===== config.mk =====
export PLATFORM = sky130hd
export DESIGN_NAME = npc_svm_mod
export DESIGN_NICKNAME = d
export VERILOG_FILES = /design/src/rtl/npc_mod_pkg.sv /design/src/rtl/npc_sector_calc.sv /design/src/rtl/npc_vector_seq.sv /design/src/rtl/npc_redundant_sel.sv /design/src/rtl/npc_svm_mod.sv
export SDC_FILE = /design/constraint.sdc
export NUM_CORES = 1
export LEC_CHECK = 0
export BUFFER_PORTS_ARGS = -buffer_cell sky130_fd_sc_hd__clkbuf_2
export CAP_MARGIN = 25
export CELL_PAD_IN_SITES_DETAIL_PLACEMENT = 1
export CELL_PAD_IN_SITES_GLOBAL_PLACEMENT = 1
export CORE_MARGIN = 3
export CORE_UTILIZATION = 45
export DETAILED_ROUTE_END_ITERATION = 6
export PLACE_DENSITY = 0.85
export SLEW_MARGIN = 20
export SYNTH_ARGS = -nofsm -noshare
export SYNTH_HDL_FRONTEND = slang
export SYNTH_SLANG_ARGS = --single-unit

===== constraint.sdc =====
create_clock -name clk -period 84.5 [get_ports clk]
set_input_delay 8.45 -clock clk [delete_from_list [all_inputs] [get_ports clk]]
set_output_delay 8.45 -clock clk [all_outputs]
set_load 0.02 [all_outputs]

===== src/rtl/npc_mod_pkg.sv =====
package npc_mod_pkg;
  typedef enum logic [1:0] {LEG_P = 2'd0, LEG_O = 2'd1, LEG_N = 2'd2} leg_t;
  typedef enum logic [1:0] {SEC_1 = 2'd0, SEC_2 = 2'd1, SEC_3 = 2'd2, SEC_4 = 2'd3} sec_t;
  typedef enum logic [2:0] {VEC_ZERO, VEC_HPOS, VEC_HNEG, VEC_FPOS, VEC_FNEG} vec_t;

  // switch k+1 of a leg is gate bit k, counted from the positive rail
  function automatic logic [3:0] leg_gates(input leg_t s);
    case (s)
      LEG_P:   return 4'b0011;
      LEG_N:   return 4'b1100;
      default: return 4'b0110;
    endcase
  endfunction
endpackage


===== src/rtl/npc_sector_calc.sv =====
module npc_sector_calc
  import npc_mod_pkg::*;
#(
  parameter int VW = 10,
  parameter int CAR_LEN = 1666,
  parameter int CW = 11
) (
  input  logic signed [VW+1:0] uref,
  input  logic [VW-1:0]        vc1,
  input  logic [VW-1:0]        vc2,
  output sec_t                 sec,
  output logic [CW-1:0]        t1
);
  localparam int SW = VW + 3;
  localparam int PW = SW + CW;

  logic signed [SW-1:0] u_s, vdc_s, half_s, vmax_s, mag_s;

  // lower-level dwell by volt-second balance, clamped to one period
  function automatic logic [CW-1:0] dwell_len(input logic signed [SW-1:0] mag,
                                              input logic signed [SW-1:0] half);
    logic [PW-1:0] q;
    q = '0;
    if (half == '0) return CW'(CAR_LEN);
    if (mag[SW-1]) return '0;
    q = (PW'($unsigned(mag)) * PW'(CAR_LEN)) / PW'($unsigned(half));
    if (q > PW'(CAR_LEN)) return CW'(CAR_LEN);
    return q[CW-1:0];
  endfunction

  always_comb begin
    u_s    = {uref[VW+1], uref};
    vdc_s  = $signed({3'b000, vc1}) + $signed({3'b000, vc2});
    half_s = vdc_s >>> 1;
    if (!u_s[SW-1]) sec = (u_s > half_s) ? SEC_1 : SEC_2;
    else            sec = (u_s < -half_s) ? SEC_4 : SEC_3;
    case (sec)
      SEC_1:   vmax_s = vdc_s;
      SEC_2:   vmax_s = half_s;
      SEC_3:   vmax_s = -half_s;
      default: vmax_s = -vdc_s;
    endcase
    mag_s = (sec == SEC_1 || sec == SEC_2) ? (vmax_s - u_s) : (u_s - vmax_s);
  end

  assign t1 = dwell_len(mag_s, half_s);
endmodule


===== src/rtl/npc_vector_seq.sv =====
module npc_vector_seq
  import npc_mod_pkg::*;
#(
  parameter int CAR_LEN = 1666,
  parameter int CW = 11
) (
  input  logic          clk,
  input  logic          rst_n,
  input  sec_t          sec_in,
  input  logic [CW-1:0] t1_in,
  output vec_t          cur_vec,
  output logic          frame_start
);
  logic [CW-1:0] cnt, t1_q;
  sec_t          sec_q;
  logic          period_end, lower_phase;

  assign period_end  = (cnt == CW'(CAR_LEN - 1));
  assign frame_start = (cnt == '0);
  assign lower_phase = (cnt < t1_q);

  always_ff @(posedge clk) begin
    if (!rst_n) begin
      cnt   <= '0;
      sec_q <= SEC_2;
      t1_q  <= CW'(CAR_LEN);
    end else if (period_end) begin
      cnt   <= '0;
      sec_q <= sec_in;
      t1_q  <= t1_in;
    end else begin
      cnt <= cnt + 1'b1;
    end
  end

  always_comb begin
    case (sec_q)
      SEC_1:   cur_vec = lower_phase ? VEC_HPOS : VEC_FPOS;
      SEC_2:   cur_vec = lower_phase ? VEC_ZERO : VEC_HPOS;
      SEC_3:   cur_vec = lower_phase ? VEC_ZERO : VEC_HNEG;
      default: cur_vec = lower_phase ? VEC_HNEG : VEC_FNEG;
    endcase
  end

  p_t1_cap_r4: assert property (@(posedge clk) disable iff (!rst_n)
    t1_q <= CW'(CAR_LEN));

  p_latch_once_r9: assert property (@(posedge clk) disable iff (!rst_n)
    !frame_start |-> ($stable(sec_q) && $stable(t1_q)));

  generate
    if (CAR_LEN > 1) begin : g_frame_chk
      p_frame_single_r10: assert property (@(posedge clk) disable iff (!rst_n)
        frame_start |=> !frame_start);
    end
  endgenerate
endmodule


===== src/rtl/npc_redundant_sel.sv =====
module npc_redundant_sel
  import npc_mod_pkg::*;
#(
  parameter int VW = 10
) (
  input  logic          clk,
  input  logic          rst_n,
  input  vec_t          cur_vec,
  input  logic [VW-1:0] vc1,
  input  logic [VW-1:0] vc2,
  input  logic          cur_pos,
  output logic          sp_on,
  output logic          sn_no
);
  logic hi1, half_busy;

  assign hi1       = (vc1 > vc2);   // equality falls to the vc1 < vc2 side
  assign half_busy = (cur_vec == VEC_HPOS) || (cur_vec == VEC_HNEG);

  always_ff @(posedge clk) begin
    if (!rst_n) begin
      sp_on <= 1'b0;
      sn_no <= 1'b0;
    end else if (!half_busy) begin
      sp_on <= (hi1 == cur_pos);
      sn_no <= (hi1 != cur_pos);
    end
  end
endmodule


===== src/rtl/npc_svm_mod.sv =====
module npc_svm_mod
  import npc_mod_pkg::*;
#(
  parameter int VW = 10,
  parameter int CAR_LEN = 1666
) (
  input  logic                 clk,
  input  logic                 rst_n,
  input  logic signed [VW+1:0] uref,
  input  logic [VW-1:0]        vc1,
  input  logic [VW-1:0]        vc2,
  input  logic                 cur_pos,
  output logic [3:0]           gate_a,
  output logic [3:0]           gate_b,
  output logic                 frame_start
);
  localparam int CW = $clog2(CAR_LEN + 1);

  sec_t          sec_w;
  logic [CW-1:0] t1_w;
  vec_t          cur_vec;
  logic          sp_on, sn_no;
  leg_t          legs [2];
  logic [1:0][3:0] gates_w;
  logic          half_pos, half_neg, half_any;

  npc_sector_calc #(.VW(VW), .CAR_LEN(CAR_LEN), .CW(CW)) u_sec (
    .uref(uref), .vc1(vc1), .vc2(vc2), .sec(sec_w), .t1(t1_w));

  npc_vector_seq #(.CAR_LEN(CAR_LEN), .CW(CW)) u_seq (
    .clk(clk), .rst_n(rst_n), .sec_in(sec_w), .t1_in(t1_w),
    .cur_vec(cur_vec), .frame_start(frame_start));

  npc_redundant_sel #(.VW(VW)) u_red (
    .clk(clk), .rst_n(rst_n), .cur_vec(cur_vec), .vc1(vc1), .vc2(vc2),
    .cur_pos(cur_pos), .sp_on(sp_on), .sn_no(sn_no));

  always_comb begin
    case (cur_vec)
      VEC_HPOS: begin legs[0] = sp_on ? LEG_O : LEG_P; legs[1] = sp_on ? LEG_N : LEG_O; end
      VEC_HNEG: begin legs[0] = sn_no ? LEG_N : LEG_O; legs[1] = sn_no ? LEG_O : LEG_P; end
      VEC_FPOS: begin legs[0] = LEG_P; legs[1] = LEG_N; end
      VEC_FNEG: begin legs[0] = LEG_N; legs[1] = LEG_P; end
      default:  begin legs[0] = LEG_O; legs[1] = LEG_O; end
    endcase
  end

  generate
    for (genvar g = 0; g < 2; g++) begin : g_leg
      assign gates_w[g] = leg_gates(legs[g]);
    end
  endgenerate

  assign gate_a = gates_w[0];
  assign gate_b = gates_w[1];

  assign half_pos = (cur_vec == VEC_HPOS);
  assign half_neg = (cur_vec == VEC_HNEG);
  assign half_any = half_pos || half_neg;

  p_gate_legal_r2: assert property (@(posedge clk) disable iff (!rst_n)
    (gate_a == 4'b0011 || gate_a == 4'b0110 || gate_a == 4'b1100) &&
    (gate_b == 4'b0011 || gate_b == 4'b0110 || gate_b == 4'b1100));

  p_hold_state_r8: assert property (@(posedge clk) disable iff (!rst_n)
    ((half_pos && $past(half_pos)) || (half_neg && $past(half_neg))) |->
      (gate_a == $past(gate_a) && gate_b == $past(gate_b)));

  p_pick_pos_r5: assert property (@(posedge clk) disable iff (!rst_n)
    (half_pos && !$past(half_any)) |->
      ((gate_b == 4'b1100) == ($past(vc1 > vc2) == $past(cur_pos))));

  p_pick_neg_r6: assert property (@(posedge clk) disable iff (!rst_n)
    (half_neg && !$past(half_any)) |->
      ((gate_a == 4'b1100) == ($past(vc1 > vc2) != $past(cur_pos))));
endmodule


==> results.rst <==
.. list-table::
   :header-rows: 1

   * - Metric
     - Value
   * - Outcome
     - complete, no violations
   * - Number of flops mapped to enable cells by yosys
     - 0
   * - Buffers added on ports
     - 43
   * - Final wirelength
     - 106 mm
   * - Die Outline Area
     - 62,500 µm²
   * - Diode count
     - 0
   * - Setup violation total in the final timing report
     - 0
   * - Delay of the slowest cell on the worst path
     - 640 ps
   * - Count of cell types in the netlist
     - 173
   * - Cell count after placement
     - 4,489
   * - Clock tree from TritonCTS
     - yes
   * - Number of levels in the clock H-tree
     - 1
   * - Fraction of layout instances using a drive strength above 1
     - 15.6%
   * - Pin count of the biggest net entering global routing
     - 30
   * - Final count of hold timing violations
     - 0
   * - Chip Width
     - 250 µm
   * - Inserted Clock Buffers
     - 3
   * - Clock root cell
     - sky130_fd_sc_hd__clkbuf_16
   * - Avg Vias per Cell
     - 6.74
   * - Library cell contributing the largest single delay on the critical path
     - sky130_fd_sc_hd__or4_4
   * - Synth Warn #
     - 0
   * - F_max
     - 12.4 MHz
   * - Final cell count without fillers
     - 4,550
   * - Delay-heaviest family, CP
     - compound AO/OA/AOI/OAI gates
   * - Primary flip-flop cell chosen by synthesis mapping
     - sky130_fd_sc_hd__dfxtp_1
   * - Clk slew on worst S/H paths
     - 70 ps
   * - Number of I/O pins
     - 44
   * - Sort of element at the end of the critical path
     - flop
   * - Average cell area after synthesis
     - 7.19 µm²
   * - Cell depth of the worst hold path
     - 2
   * - Crit path max fanout
     - 22
   * - Worst-case reg-to-reg path depth
     - 18
   * - Synth Net Count
     - 4,131
   * - WP data required
     - 84,640 ps
   * - Ys async rst share
     - 0%
   * - Core region area
     - 58,400 µm²
   * - DRT iter0 DRCs
     - 2,638
   * - Worst skew pair latency
     - 260 ps
   * - Final Skew
     - 2.49 ps
   * - Setup Crit Path Kind
     - in2reg
   * - Number of hold buffers added after cts
     - 0
   * - Worst slew margin relative to its limit
     - 39.2%
   * - Leading cell types by total area after synthesis
     - sky130_fd_sc_hd__ha_1, sky130_fd_sc_hd__a21oi_1, sky130_fd_sc_hd__xnor2_1
   * - Register bit total from synthesis
     - 26
   * - Worst reg-to-reg setup slack
     - 81,270 ps
   * - Min-delay worst type
     - reg2reg
   * - Starting density of the core
     - 45.9%
   * - Minimum period implied by the final worst setup slack
     - 80,630 ps
   * - Final Core Density
     - 49.8%
   * - Number of max-cap violations
     - 0
   * - Number of sinks on the clock net
     - 26
   * - Number of max-slew violations in the final report
     - 0
   * - End point of the most critical hold path
     - u_red.sn_no$_SDFFE_PN0N_
   * - Actual slew at the worst max-slew pin
     - 909 ps
   * - Buf+Inv Stages, Crit Path
     - 21
   * - Filler cell count in the final layout
     - 7,540
   * - Post-detailed-route DRC marker count
     - 0
   * - Reg2Reg Capture Point
     - u_red.sn_no$_SDFFE_PN0N_
   * - Std-Cell Rows
     - 88
   * - Worst hold margin
     - 472 ps
   * - Remaining antenna violation count
     - 0
   * - Most numerous cell on the critical path
     - sky130_fd_sc_hd__o21ai_0
   * - Max Root-Sink Buffers
     - 2
   * - Nature of the critical path startpoint
     - input port
   * - Crit path DAT
     - 80,770 ps
   * - Worst Hold Launch
     - u_red.sn_no$_SDFFE_PN0N_
   * - Post-synthesis instance area
     - 26,800 µm²
   * - Most frequent cell after synthesis
     - sky130_fd_sc_hd__nor2_1
   * - Net total in the final layout
     - 4,190
   * - Fraction of post-synthesis cell area in the top cell type by area
     - 16.5%
   * - RD Place Congestion
     - 0.965
   * - Via count of the first global-routing pass
     - 29,852
   * - First-pass GRT wire length
     - 162 mm
   * - Sum of net half-perimeters after detailed placement
     - 81.2 mm
   * - Synth Instances
     - 3,727
   * - Via count of the routed design
     - 30,645
   * - Worst R2R Start
     - u_seq.cnt[1]$_SDFF_PP0_
   * - Die height
     - 250 µm
   * - Grt ovf
     - 0
   * - Number of detailed-route iterations in the first pass
     - 5
   * - Post-synth top area cell
     - sky130_fd_sc_hd__ha_1
   * - List of most frequent post-synthesis cells
     - sky130_fd_sc_hd__nor2_1, sky130_fd_sc_hd__ha_1, sky130_fd_sc_hd__nand2_1
   * - Initial antenna violation count
     - 1
   * - Share of the clock period used by the worst path
     - 95.4%
   * - Post-detailed-route wirelength per cell
     - 23.3 µm
   * - Layout overhead on the synthesized area
     - 8.33%
   * - All-layer global routing usage
     - 30.7%
   * - Sequential area share after synthesis
     - 1.94%
[layer usage]
layer  vias up  wire length, µm  share of wire (%)  global-route usage [%]
met5         -               14              0.013                       0
li1      14104                -                  -                       -
met3       319             6990                6.6                    2.98
met4         2             4680                4.4                    9.59
met1     15024            46200                 44                    41.6
met2      1196            48200                 45                    51.4
[state kept, by name (all words and copies together) (netlist names)]
name         flops
u_red.sn_no      1
u_red.sp_on      1
u_seq.cnt       11
u_seq.sec_q      2
u_seq.t1_q      11
[tightest hold or removal path: cells and delay by family, from the launching register on]
kind            cells  cell delay (ps)
compound gates      1               60
flops               1              320
buf+inv             1               60
[cells by family after synthesis]
kind of cell / after synthesis / synth area share [%]
compound gates: 1181 / 31.5
buf+inv: 275 / 5.12
flops: 26 / 1.94
fa+ha+maj: 370 / 17.7
xor+xnor: 292 / 9.86
simple gates: 1484 / 29.8
mux: 99 / 4.13
[timing repair]
| item | CTS | global route |
|---|---|---|
| hold endpoints to repair | 0 | 0 |
| endpoints found under the setup margin | 3 | 10 |
| pin swaps | 0 | 27 |
| buffers inserted | 0 | 52 |
| resized for setup | 18 | 141 |
| cloned | 1 | 4 |
[placed cells by master (no fill, tap or decap), types with 31 or more instances in the layout]
| cell type | count |
|---|---|
| sky130_fd_sc_hd__or3_1 | 31 |
| sky130_fd_sc_hd__and3_1 | 36 |
| sky130_fd_sc_hd__nand2_1 | 295 |
| sky130_fd_sc_hd__mux2i_1 | 48 |
| sky130_fd_sc_hd__buf_4 | 108 |
| sky130_fd_sc_hd__and2_1 | 37 |
| sky130_fd_sc_hd__inv_1 | 162 |
| sky130_fd_sc_hd__o21a_1 | 62 |
| sky130_fd_sc_hd__nand2b_1 | 75 |
| sky130_fd_sc_hd__o21ai_0 | 185 |
| sky130_fd_sc_hd__xnor2_1 | 154 |
| sky130_fd_sc_hd__a211oi_1 | 50 |
| sky130_fd_sc_hd__nor2_1 | 351 |
| sky130_fd_sc_hd__nor4_1 | 35 |
| sky130_fd_sc_hd__xor2_1 | 124 |
| sky130_fd_sc_hd__ha_1 | 350 |
| sky130_fd_sc_hd__a31oi_1 | 46 |
| sky130_fd_sc_hd__nor3_1 | 113 |
| sky130_fd_sc_hd__o31ai_1 | 36 |
| sky130_fd_sc_hd__o21bai_1 | 33 |
| sky130_fd_sc_hd__nand4_1 | 76 |
| sky130_fd_sc_hd__mux2_2 | 39 |
| sky130_fd_sc_hd__nor2b_1 | 64 |
| sky130_fd_sc_hd__clkbuf_2 | 43 |
| sky130_fd_sc_hd__a21oi_1 | 267 |
| sky130_fd_sc_hd__nand3_1 | 105 |
| sky130_fd_sc_hd__a21o_1 | 119 |
[how the worst max path moves through the flow]
stage / startpoint / cells after the start / to / slack [ps]
6_report: vc1[0] / 388 / u_seq.t1_q[9]$_SDFFE_PN1P_ / 3870
5_1_grt: vc1[0] / 400 / u_seq.t1_q[9]$_SDFFE_PN1P_ / -1120
4_1_cts: vc1[0] / 387 / u_seq.t1_q[9]$_SDFFE_PN1P_ / 60
3_5_place_dp: vc1[0] / 386 / u_seq.t1_q[9]$_SDFFE_PN1P_ / -2010
3_3_place_gp: vc1[0] / 382 / u_seq.t1_q[9]$_SDFFE_PN1P_ / 790
2_1_floorplan: vc1[0] / 419 / u_seq.t1_q[9]$_SDFFE_PN1P_ / 3200
[cell type report]
type                    count  area, µm²  share of cell area, %
clock buffers               3       75.1                  0.259
clock inverters             1       30.0                  0.103
inverters                 166        623                   2.15
multi-input cells        3430      25700                   88.4
flip-flops and latches     26        520                   1.79
well taps                 765        957                   3.30
repair buffers            159       1160                   3.99
[stage by stage]
step,cell area [µm²],setup slack (ps),setup TNS [ps]
2_1_floorplan,26800,3200,0
3_3_place_gp,27800,788,0
3_5_place_dp,27800,-2010,-5880
4_1_cts,28000,56.2,0
5_1_grt,29000,-1120,-3140
6_report,29000,3870,0
Power is not shown: default switching activity piles up to over one toggle a cycle in this logic, so the estimate is an artifact.
